### src/rtl/thermal_pkg.sv
package thermal_pkg;
  localparam logic [1:0] ADDR_STATUS = 2'd0;
  localparam logic [1:0] ADDR_EXIT   = 2'd1;

  localparam int unsigned ST_TRIP_EN  = 0;
  localparam int unsigned ST_TRIP     = 1;
  localparam int unsigned ST_HW_ACT   = 2;
  localparam int unsigned ST_SW_ACT   = 3;
  localparam int unsigned ST_TEMP_LSB = 8;
  localparam int unsigned EX_SW_LSB   = 16;
endpackage

### src/rtl/temp_adjust.sv
module temp_adjust #(
  parameter int unsigned TEMP_W = 8,
  parameter int unsigned OFF_W  = 6
) (
  input  logic                     clk_i,
  input  logic                     rst_ni,
  input  logic                     vld_i,
  input  logic        [TEMP_W-1:0] raw_i,
  input  logic signed [OFF_W-1:0]  off_i,
  output logic        [TEMP_W-1:0] adj_o,
  output logic        [TEMP_W-1:0] ctl_q_o
);
  localparam int unsigned SUM_W = ((TEMP_W > OFF_W) ? TEMP_W : OFF_W) + 2;
  localparam logic signed [SUM_W-1:0] MAX_V =
    $signed({{(SUM_W-TEMP_W){1'b0}}, {TEMP_W{1'b1}}});

  logic signed [SUM_W-1:0] sum;
  assign sum = $signed({{(SUM_W-TEMP_W){1'b0}}, raw_i})
             + $signed({{(SUM_W-OFF_W){off_i[OFF_W-1]}}, off_i});

  always_comb begin
    if (sum < 0)          adj_o = '0;
    else if (sum > MAX_V) adj_o = '1;
    else                  adj_o = sum[TEMP_W-1:0];
  end

  always_ff @(posedge clk_i or negedge rst_ni) begin
    if (!rst_ni)    ctl_q_o <= '0;
    else if (vld_i) ctl_q_o <= adj_o;
  end

  p_ctl_hold_r1: assert property (@(posedge clk_i) disable iff (!rst_ni)
    !vld_i |=> $stable(ctl_q_o));
endmodule

### src/rtl/hyst_channel.sv
module hyst_channel #(
  parameter int unsigned TEMP_W = 8
) (
  input  logic              clk_i,
  input  logic              rst_ni,
  input  logic              en_i,
  input  logic              vld_i,
  input  logic [TEMP_W-1:0] temp_i,
  input  logic [TEMP_W-1:0] limit_i,
  input  logic [TEMP_W-1:0] hyst_i,
  output logic [TEMP_W-1:0] exit_o,
  output logic              active_o
);
  // exit level saturates at zero on a band wider than the limit
  assign exit_o = (hyst_i > limit_i) ? '0 : limit_i - hyst_i;

  always_ff @(posedge clk_i or negedge rst_ni) begin
    if (!rst_ni)                             active_o <= 1'b0;
    else if (!en_i)                          active_o <= 1'b0;
    else if (vld_i && !active_o && temp_i >= limit_i) active_o <= 1'b1;
    else if (vld_i &&  active_o && temp_i <= exit_o)  active_o <= 1'b0;
  end

  p_enter_r2: assert property (@(posedge clk_i) disable iff (!rst_ni)
    $rose(active_o) |-> $past(en_i && vld_i && temp_i >= limit_i));

  p_exit_r3: assert property (@(posedge clk_i) disable iff (!rst_ni)
    $fell(active_o) |-> $past(!en_i || (vld_i && temp_i <= exit_o)));

  p_hold_r3: assert property (@(posedge clk_i) disable iff (!rst_ni)
    (active_o && en_i && vld_i && temp_i > exit_o) |=> active_o);

  p_disable_r12: assert property (@(posedge clk_i) disable iff (!rst_ni)
    !en_i |=> !active_o);
endmodule

### src/rtl/trip_latch.sv
module trip_latch #(
  parameter int unsigned TEMP_W = 8
) (
  input  logic              clk_i,
  input  logic              rst_ni,
  input  logic              en_i,
  input  logic              vld_i,
  input  logic [TEMP_W-1:0] temp_i,
  input  logic [TEMP_W-1:0] trip_i,
  input  logic              force_i,
  output logic              trip_o
);
  always_ff @(posedge clk_i or negedge rst_ni) begin
    if (!rst_ni) trip_o <= 1'b0;
    else if (force_i || (en_i && vld_i && temp_i >= trip_i)) trip_o <= 1'b1;
  end

  p_sticky_r7: assert property (@(posedge clk_i) disable iff (!rst_ni)
    trip_o |=> trip_o);

  p_cause_r8: assert property (@(posedge clk_i) disable iff (!rst_ni)
    $rose(trip_o) |-> $past(force_i || (en_i && vld_i && temp_i >= trip_i)));
endmodule

### src/rtl/throttle_gate.sv
module throttle_gate #(
  parameter int unsigned PERIOD = 8,
  parameter int unsigned ON_CYC = 2,
  parameter int unsigned PST_W  = 3
) (
  input  logic             clk_i,
  input  logic             rst_ni,
  input  logic             active_i,
  input  logic             trip_i,
  input  logic [PST_W-1:0] pst_lim_i,
  output logic             clk_en_o,
  output logic [PST_W-1:0] pst_cap_o
);
  localparam int unsigned CNT_W = (PERIOD > 2) ? $clog2(PERIOD) : 1;
  localparam logic [CNT_W-1:0] LAST = CNT_W'(PERIOD - 1);
  localparam logic [CNT_W-1:0] ON_V = CNT_W'(ON_CYC);

  logic [CNT_W-1:0] cnt_q;

  always_ff @(posedge clk_i or negedge rst_ni) begin
    if (!rst_ni)            cnt_q <= '0;
    else if (!active_i)     cnt_q <= '0;
    else if (cnt_q == LAST) cnt_q <= '0;
    else                    cnt_q <= cnt_q + 1'b1;
  end

  always_comb begin
    if (trip_i)         clk_en_o = 1'b0;
    else if (!active_i) clk_en_o = 1'b1;
    else                clk_en_o = (cnt_q >= ON_V);
  end

  assign pst_cap_o = active_i ? pst_lim_i : '0;

  p_cnt_range_r6: assert property (@(posedge clk_i) disable iff (!rst_ni)
    cnt_q <= LAST);

  p_cnt_idle_r6: assert property (@(posedge clk_i) disable iff (!rst_ni)
    !active_i |=> cnt_q == '0);
endmodule

### src/rtl/thermal_throttle_ctrl.sv
module thermal_throttle_ctrl
  import thermal_pkg::*;
#(
  parameter int unsigned TEMP_W = 8,
  parameter int unsigned OFF_W  = 6,
  parameter int unsigned PST_W  = 3,
  parameter int unsigned DATA_W = 32,
  parameter int unsigned PERIOD = 8,
  parameter int unsigned ON_CYC = 2
) (
  input  logic              clk_i,
  input  logic              rst_ni,
  input  logic [TEMP_W-1:0] temp_i,
  input  logic              temp_vld_i,
  input  logic [OFF_W-1:0]  offset_i,
  input  logic              hw_en_i,
  input  logic [TEMP_W-1:0] hw_limit_i,
  input  logic [TEMP_W-1:0] hw_hyst_i,
  input  logic [PST_W-1:0]  pstate_lim_i,
  input  logic              sw_en_i,
  input  logic [TEMP_W-1:0] sw_limit_i,
  input  logic [TEMP_W-1:0] sw_hyst_i,
  input  logic              trip_en_i,
  input  logic [TEMP_W-1:0] trip_lvl_i,
  input  logic              reg_wr_i,
  input  logic [1:0]        reg_addr_i,
  input  logic [DATA_W-1:0] reg_wdata_i,
  output logic [DATA_W-1:0] reg_rdata_o,
  output logic [PST_W-1:0]  pstate_cap_o,
  output logic              clk_en_o,
  output logic              prochot_l_o,
  output logic              thermtrip_l_o,
  output logic              stop_clk_o,
  output logic              sw_irq_o
);
  logic [TEMP_W-1:0] adj, ctl_q, hw_exit, sw_exit;
  logic hw_act, sw_act, sw_act_q, tripped, force_trip;
  logic unused_wdata;

  assign unused_wdata = ^reg_wdata_i[DATA_W-1:1];
  assign force_trip   = reg_wr_i && (reg_addr_i == ADDR_STATUS) && reg_wdata_i[0];

  temp_adjust #(.TEMP_W(TEMP_W), .OFF_W(OFF_W)) u_adj (
    .clk_i, .rst_ni, .vld_i(temp_vld_i), .raw_i(temp_i),
    .off_i($signed(offset_i)), .adj_o(adj), .ctl_q_o(ctl_q)
  );

  hyst_channel #(.TEMP_W(TEMP_W)) u_hw (
    .clk_i, .rst_ni, .en_i(hw_en_i), .vld_i(temp_vld_i), .temp_i(adj),
    .limit_i(hw_limit_i), .hyst_i(hw_hyst_i), .exit_o(hw_exit), .active_o(hw_act)
  );

  hyst_channel #(.TEMP_W(TEMP_W)) u_sw (
    .clk_i, .rst_ni, .en_i(sw_en_i), .vld_i(temp_vld_i), .temp_i(adj),
    .limit_i(sw_limit_i), .hyst_i(sw_hyst_i), .exit_o(sw_exit), .active_o(sw_act)
  );

  trip_latch #(.TEMP_W(TEMP_W)) u_trip (
    .clk_i, .rst_ni, .en_i(trip_en_i), .vld_i(temp_vld_i), .temp_i(adj),
    .trip_i(trip_lvl_i), .force_i(force_trip), .trip_o(tripped)
  );

  throttle_gate #(.PERIOD(PERIOD), .ON_CYC(ON_CYC), .PST_W(PST_W)) u_gate (
    .clk_i, .rst_ni, .active_i(hw_act), .trip_i(tripped),
    .pst_lim_i(pstate_lim_i), .clk_en_o(clk_en_o), .pst_cap_o(pstate_cap_o)
  );

  always_ff @(posedge clk_i or negedge rst_ni) begin
    if (!rst_ni) sw_act_q <= 1'b0;
    else         sw_act_q <= sw_act;
  end

  assign sw_irq_o      = sw_act && !sw_act_q;
  assign prochot_l_o   = !hw_act;
  assign thermtrip_l_o = !tripped;
  assign stop_clk_o    = tripped;

  always_comb begin
    reg_rdata_o = '0;
    case (reg_addr_i)
      ADDR_STATUS: begin
        reg_rdata_o[ST_TRIP_EN]             = trip_en_i;
        reg_rdata_o[ST_TRIP]                = tripped;
        reg_rdata_o[ST_HW_ACT]              = hw_act;
        reg_rdata_o[ST_SW_ACT]              = sw_act;
        reg_rdata_o[ST_TEMP_LSB +: TEMP_W]  = ctl_q;
      end
      ADDR_EXIT: begin
        reg_rdata_o[0 +: TEMP_W]            = hw_exit;
        reg_rdata_o[EX_SW_LSB +: TEMP_W]    = sw_exit;
      end
      default: reg_rdata_o = '0;
    endcase
  end

  p_irq_pulse_r9: assert property (@(posedge clk_i) disable iff (!rst_ni)
    sw_irq_o |=> !sw_irq_o);

  p_trip_stop_r11: assert property (@(posedge clk_i) disable iff (!rst_ni)
    !thermtrip_l_o |-> !clk_en_o);

  p_hot_cap_r5: assert property (@(posedge clk_i) disable iff (!rst_ni)
    prochot_l_o |-> pstate_cap_o == '0);
endmodule

### config.mk
export PLATFORM = sky130hd
export DESIGN_NAME = thermal_throttle_ctrl
export DESIGN_NICKNAME = d
export VERILOG_FILES = /design/src/rtl/thermal_pkg.sv /design/src/rtl/temp_adjust.sv /design/src/rtl/hyst_channel.sv /design/src/rtl/trip_latch.sv /design/src/rtl/throttle_gate.sv /design/src/rtl/thermal_throttle_ctrl.sv
export SDC_FILE = /design/constraint.sdc
export NUM_CORES = 1
export LEC_CHECK = 0
export ABC_CLOCK_PERIOD_IN_PS = 3350
export BUFFER_PORTS_ARGS = -buffer_cell sky130_fd_sc_hd__buf_4
export CAP_MARGIN = 20
export CORE_MARGIN = 1
export CORE_UTILIZATION = 51
export DETAILED_ROUTE_END_ITERATION = 10
export PLACE_DENSITY = 0.83
export SYNTH_ARGS = -nofsm -noshare
export SYNTH_HDL_FRONTEND = slang
export SYNTH_HIERARCHICAL = 1
export SYNTH_SLANG_ARGS = --single-unit
### constraint.sdc
create_clock -name clk_i -period 3.35 [get_ports clk_i]
set_input_delay 0.5025 -clock clk_i [delete_from_list [all_inputs] [get_ports clk_i]]
set_output_delay 0.5025 -clock clk_i [all_outputs]
set_load 0.05 [all_outputs]
==> impl_metrics.csv <==
group,metric,value,unit
status,status,"complete, no violations",
floorplan,dieArea,7240,µm²
critical_path,critPathMaxFanout,6,
power,peakVddDrop,0.152,mV
layout,nFillCells,437,
grt,first_global_vias,3870,
synth,synth-seq-cells,15,
power,leakagePower,2.60,nW
timing,period_minus_slack,3300,ps
clocking,clk_latency,250,ps
routing,vias,3891,
place,dpl.hpwl,8.75,mm
critical_path,max_stage_delay,460,ps
clocking,ctsHoldBuffers,0,
critical_path,critPathRequiredTime,2850,ps
timing,finalHoldViolCount,0,
layout,n_antenna_cell,0,
timing,whs,90.7,ps
critical_path,cp-end-kind,"primary output",
floorplan,ios,138,
clocking,clock-sinks,15,
place,routabilityCongestion,0.949,
layout,area_delta_synth_final,42.2,%
synth,async_flop_share,1.00,
timing,final.period_utilization,0.985,
routing,drtIter0Drc,257,
synth,synthCells,440,
grt,overflow,0,
routing,wl_per_cell,16.3,µm
routing,drtAntennaViolNets,0,
grt,grt_max_degree,20,
critical_path,cp_slowest_cell,"or4_4",
synth,synthFlopType,"dfrtp_1",
synth,yosysWarnings,6,
floorplan,rows,29,
routing,wirelength,11.1,mm
layout,layout-drive-gt1-share,0.376,
synth,synth_edf_count,0,
synth,synth_seq_area_share,0.107,
layout,final_common_cell,"buf_4",
grt,antenna_found_initial,0,
timing,worstMarginPinSlew,509,ps
clocking,root_buffer,"clkbuf_8",
critical_path,path_common_cell,"buf_4",
synth,netlist_area,3520,µm²
timing,clock_skew,1.47,ps
floorplan,fp.dieW,85.1,µm
power,p_total,1.52,mW
place,port_buffers,98,
clocking,cts_tree,"built",
timing,fmax,303,MHz
grt,grtUsageTotal,0.295,
critical_path,crit_family,"simple AND/OR/NAND/NOR gates",
routing,drtPass1Iterations,5,
clocking,path_clk_slew,60,ps
routing,viasPerCell,5.74,
synth,avgSynthCellArea,8.00,µm²
place,dp_slack,-383,ps
worst_hold_path,hp-class,"in -> async",
timing,setup_viol,0,
clocking,postCtsSetupRepairBufs,0,
timing,rsz0062_at_grt,"true",
layout,nNetsFinal,770,
critical_path,crit_buf_inv,4,
timing,slew_headroom,0.660,
synth,synthTopCellsByArea,"ha_1 (24%), dfrtp_1 (11%), inv_1 (6.2%)",
layout,layout_common_cells,"buf_4 (164), ha_1 (67), inv_1 (58)",
clocking,cts_buffers,3,
critical_path,path_cells,"buf_4 -> inv_1 -> ha_1 -> fa_2 -> nor2b_1 -> o31a_1 -> or4_4 -> a31oi_4 -> buf_4 -> and3b_1 -> and2_1 -> buf_4",
timing,slew_viol_final,0,
synth,synth_area_leader_cell,"ha_1",
timing,finalWorstSetupSlack,50.1,ps
power,powerDensity,304,nW/µm²
floorplan,initial_core_util,0.542,
floorplan,coreArea,6490,µm²
clocking,clockBufferDepth,2,
critical_path,path_class,"in -> out",
critical_path,startpoint_type,"primary input",
synth,ys_types,75,
synth,synth_top_area_frac,0.238,
critical_path,crit_arrival,2800,ps
flow_run,drv_cap,0,
clocking,htreeDepth,1,
floorplan,die_h,85.1,µm
grt,grt_pass1_wl,17.4,mm
routing,remaining_drc_errors,0,
-- cell type report --
type,instances,area [µm²],area share
Clock inverter,1,5.00,0.00100
Inverter,58,218,0.0435
Sequential cell,15,375,0.0750
Clock buffer,3,41.3,0.00825
Timing Repair Buffer,164,1230,0.246
Multi-Input combinational cell,360,3040,0.607
Tap cell,77,96.3,0.0192
-- synthesized netlist by cell type, types with 3 or more instances --
master / instances
xor2_1: 4
or3_1: 3
a211o_1: 5
or2_1: 3
o31a_1: 4
and2_2: 4
a21oi_1: 18
a2111oi_0: 3
dfrtp_1: 15
nor2_1: 38
nand2b_1: 14
o221ai_1: 5
nor3_1: 11
nand2_1: 11
nor2b_1: 12
a211oi_1: 8
o22ai_1: 8
o21a_1: 7
buf_4: 8
ha_1: 67
fa_1: 3
mux2i_1: 4
o211ai_1: 5
inv_1: 58
nand4_1: 8
xnor2_1: 6
or2_2: 5
o21ai_0: 17
buf_6: 4
nand3b_1: 3
nand3_1: 7
and2_1: 21
and3b_1: 3
-- worst reg2reg max path, delay by kind of cell, from the launching register on --
family           cells  cell delay, ps
AO/OA/AOI/OAI        1             390
AND/OR/NAND/NOR      2             230
flip-flops           1             460
-- metal layers --
metal | wire length [µm] | share of wire | track usage | up-vias
li1 | - | - | - | 1892
met1 | 4720 | 0.43 | 0.375 | 1806
met2 | 5450 | 0.49 | 0.519 | 170
met3 | 695 | 0.063 | 0.0438 | 23
met4 | 193 | 0.017 | 0.0801 | 0
met5 | 0 | 0 | 0 | -
-- registers in the layout, summed over array words and instances (netlist names) --
register,cells
sw_act_q,1
u_adj/ctl_q_o,8
u_gate/cnt_q,3
u_hw/active_o,1
u_sw/active_o,1
u_trip/trip_o,1
-- repair_timing --
item | CTS | global route
cloned | 0 | 0
endpoints found under the setup margin | 2 | 5
pin swaps | 0 | 9
gates resized for setup | 5 | 35
-- where the power goes --
group	internal (mW)	switching (mW)	total, mW
logic	0.516	0.628	1.14
clock network	0.0826	0.0689	0.151
registers	0.207	0.0195	0.226
total	0.805	0.716	1.52
-- cell families after synthesis --
kind of cell	after synthesis	share of synthesized area
other	1	0.00107
xor gates and xnor gates	10	0.0249
AOI/OAI and AO/OA	109	0.242
DFF	15	0.107
buffers and inverters	72	0.0942
muxes	5	0.0146
and+or+nand+nor	158	0.261
adders and majority gates	70	0.255
-- metrics by stage --
stage | instances | instance area (µm²) | setup TNS [ps] | utilization
after CTS | 678 | 4830 | 0 | 0.743
after global placement | 674 | 4760 | -672 | 0.733
final | 678 | 5010 | 0 | 0.771
after global routing | 678 | 5010 | -277 | 0.771
after floorplan | 447 | 3550 | 0 | -
after detailed placement | 674 | 4760 | -888 | 0.733
-- worst paths after layout --
| check | start | to | slack, ps | cells past startpoint |
|---|---|---|---|---|
| setup / recovery | hw_limit_i[0] | reg_rdata_o[5] | 50 | 12 |
| hold / removal | rst_ni | u_adj/ctl_q_o[6] | 90 | 1 |
| setup reg to reg | u_sw/active_o | u_sw/active_o | 2140 | 3 |
| hold reg to reg | u_gate/cnt_q[0] | u_gate/cnt_q[0] | 460 | 1 |
| max in group asynchronous | rst_ni | u_gate/cnt_q[0] | 3080 | 1 |
| min in group clk_i | u_gate/cnt_q[0] | u_gate/cnt_q[0] | 460 | 1 |
(Power assumes the default switching activity.)
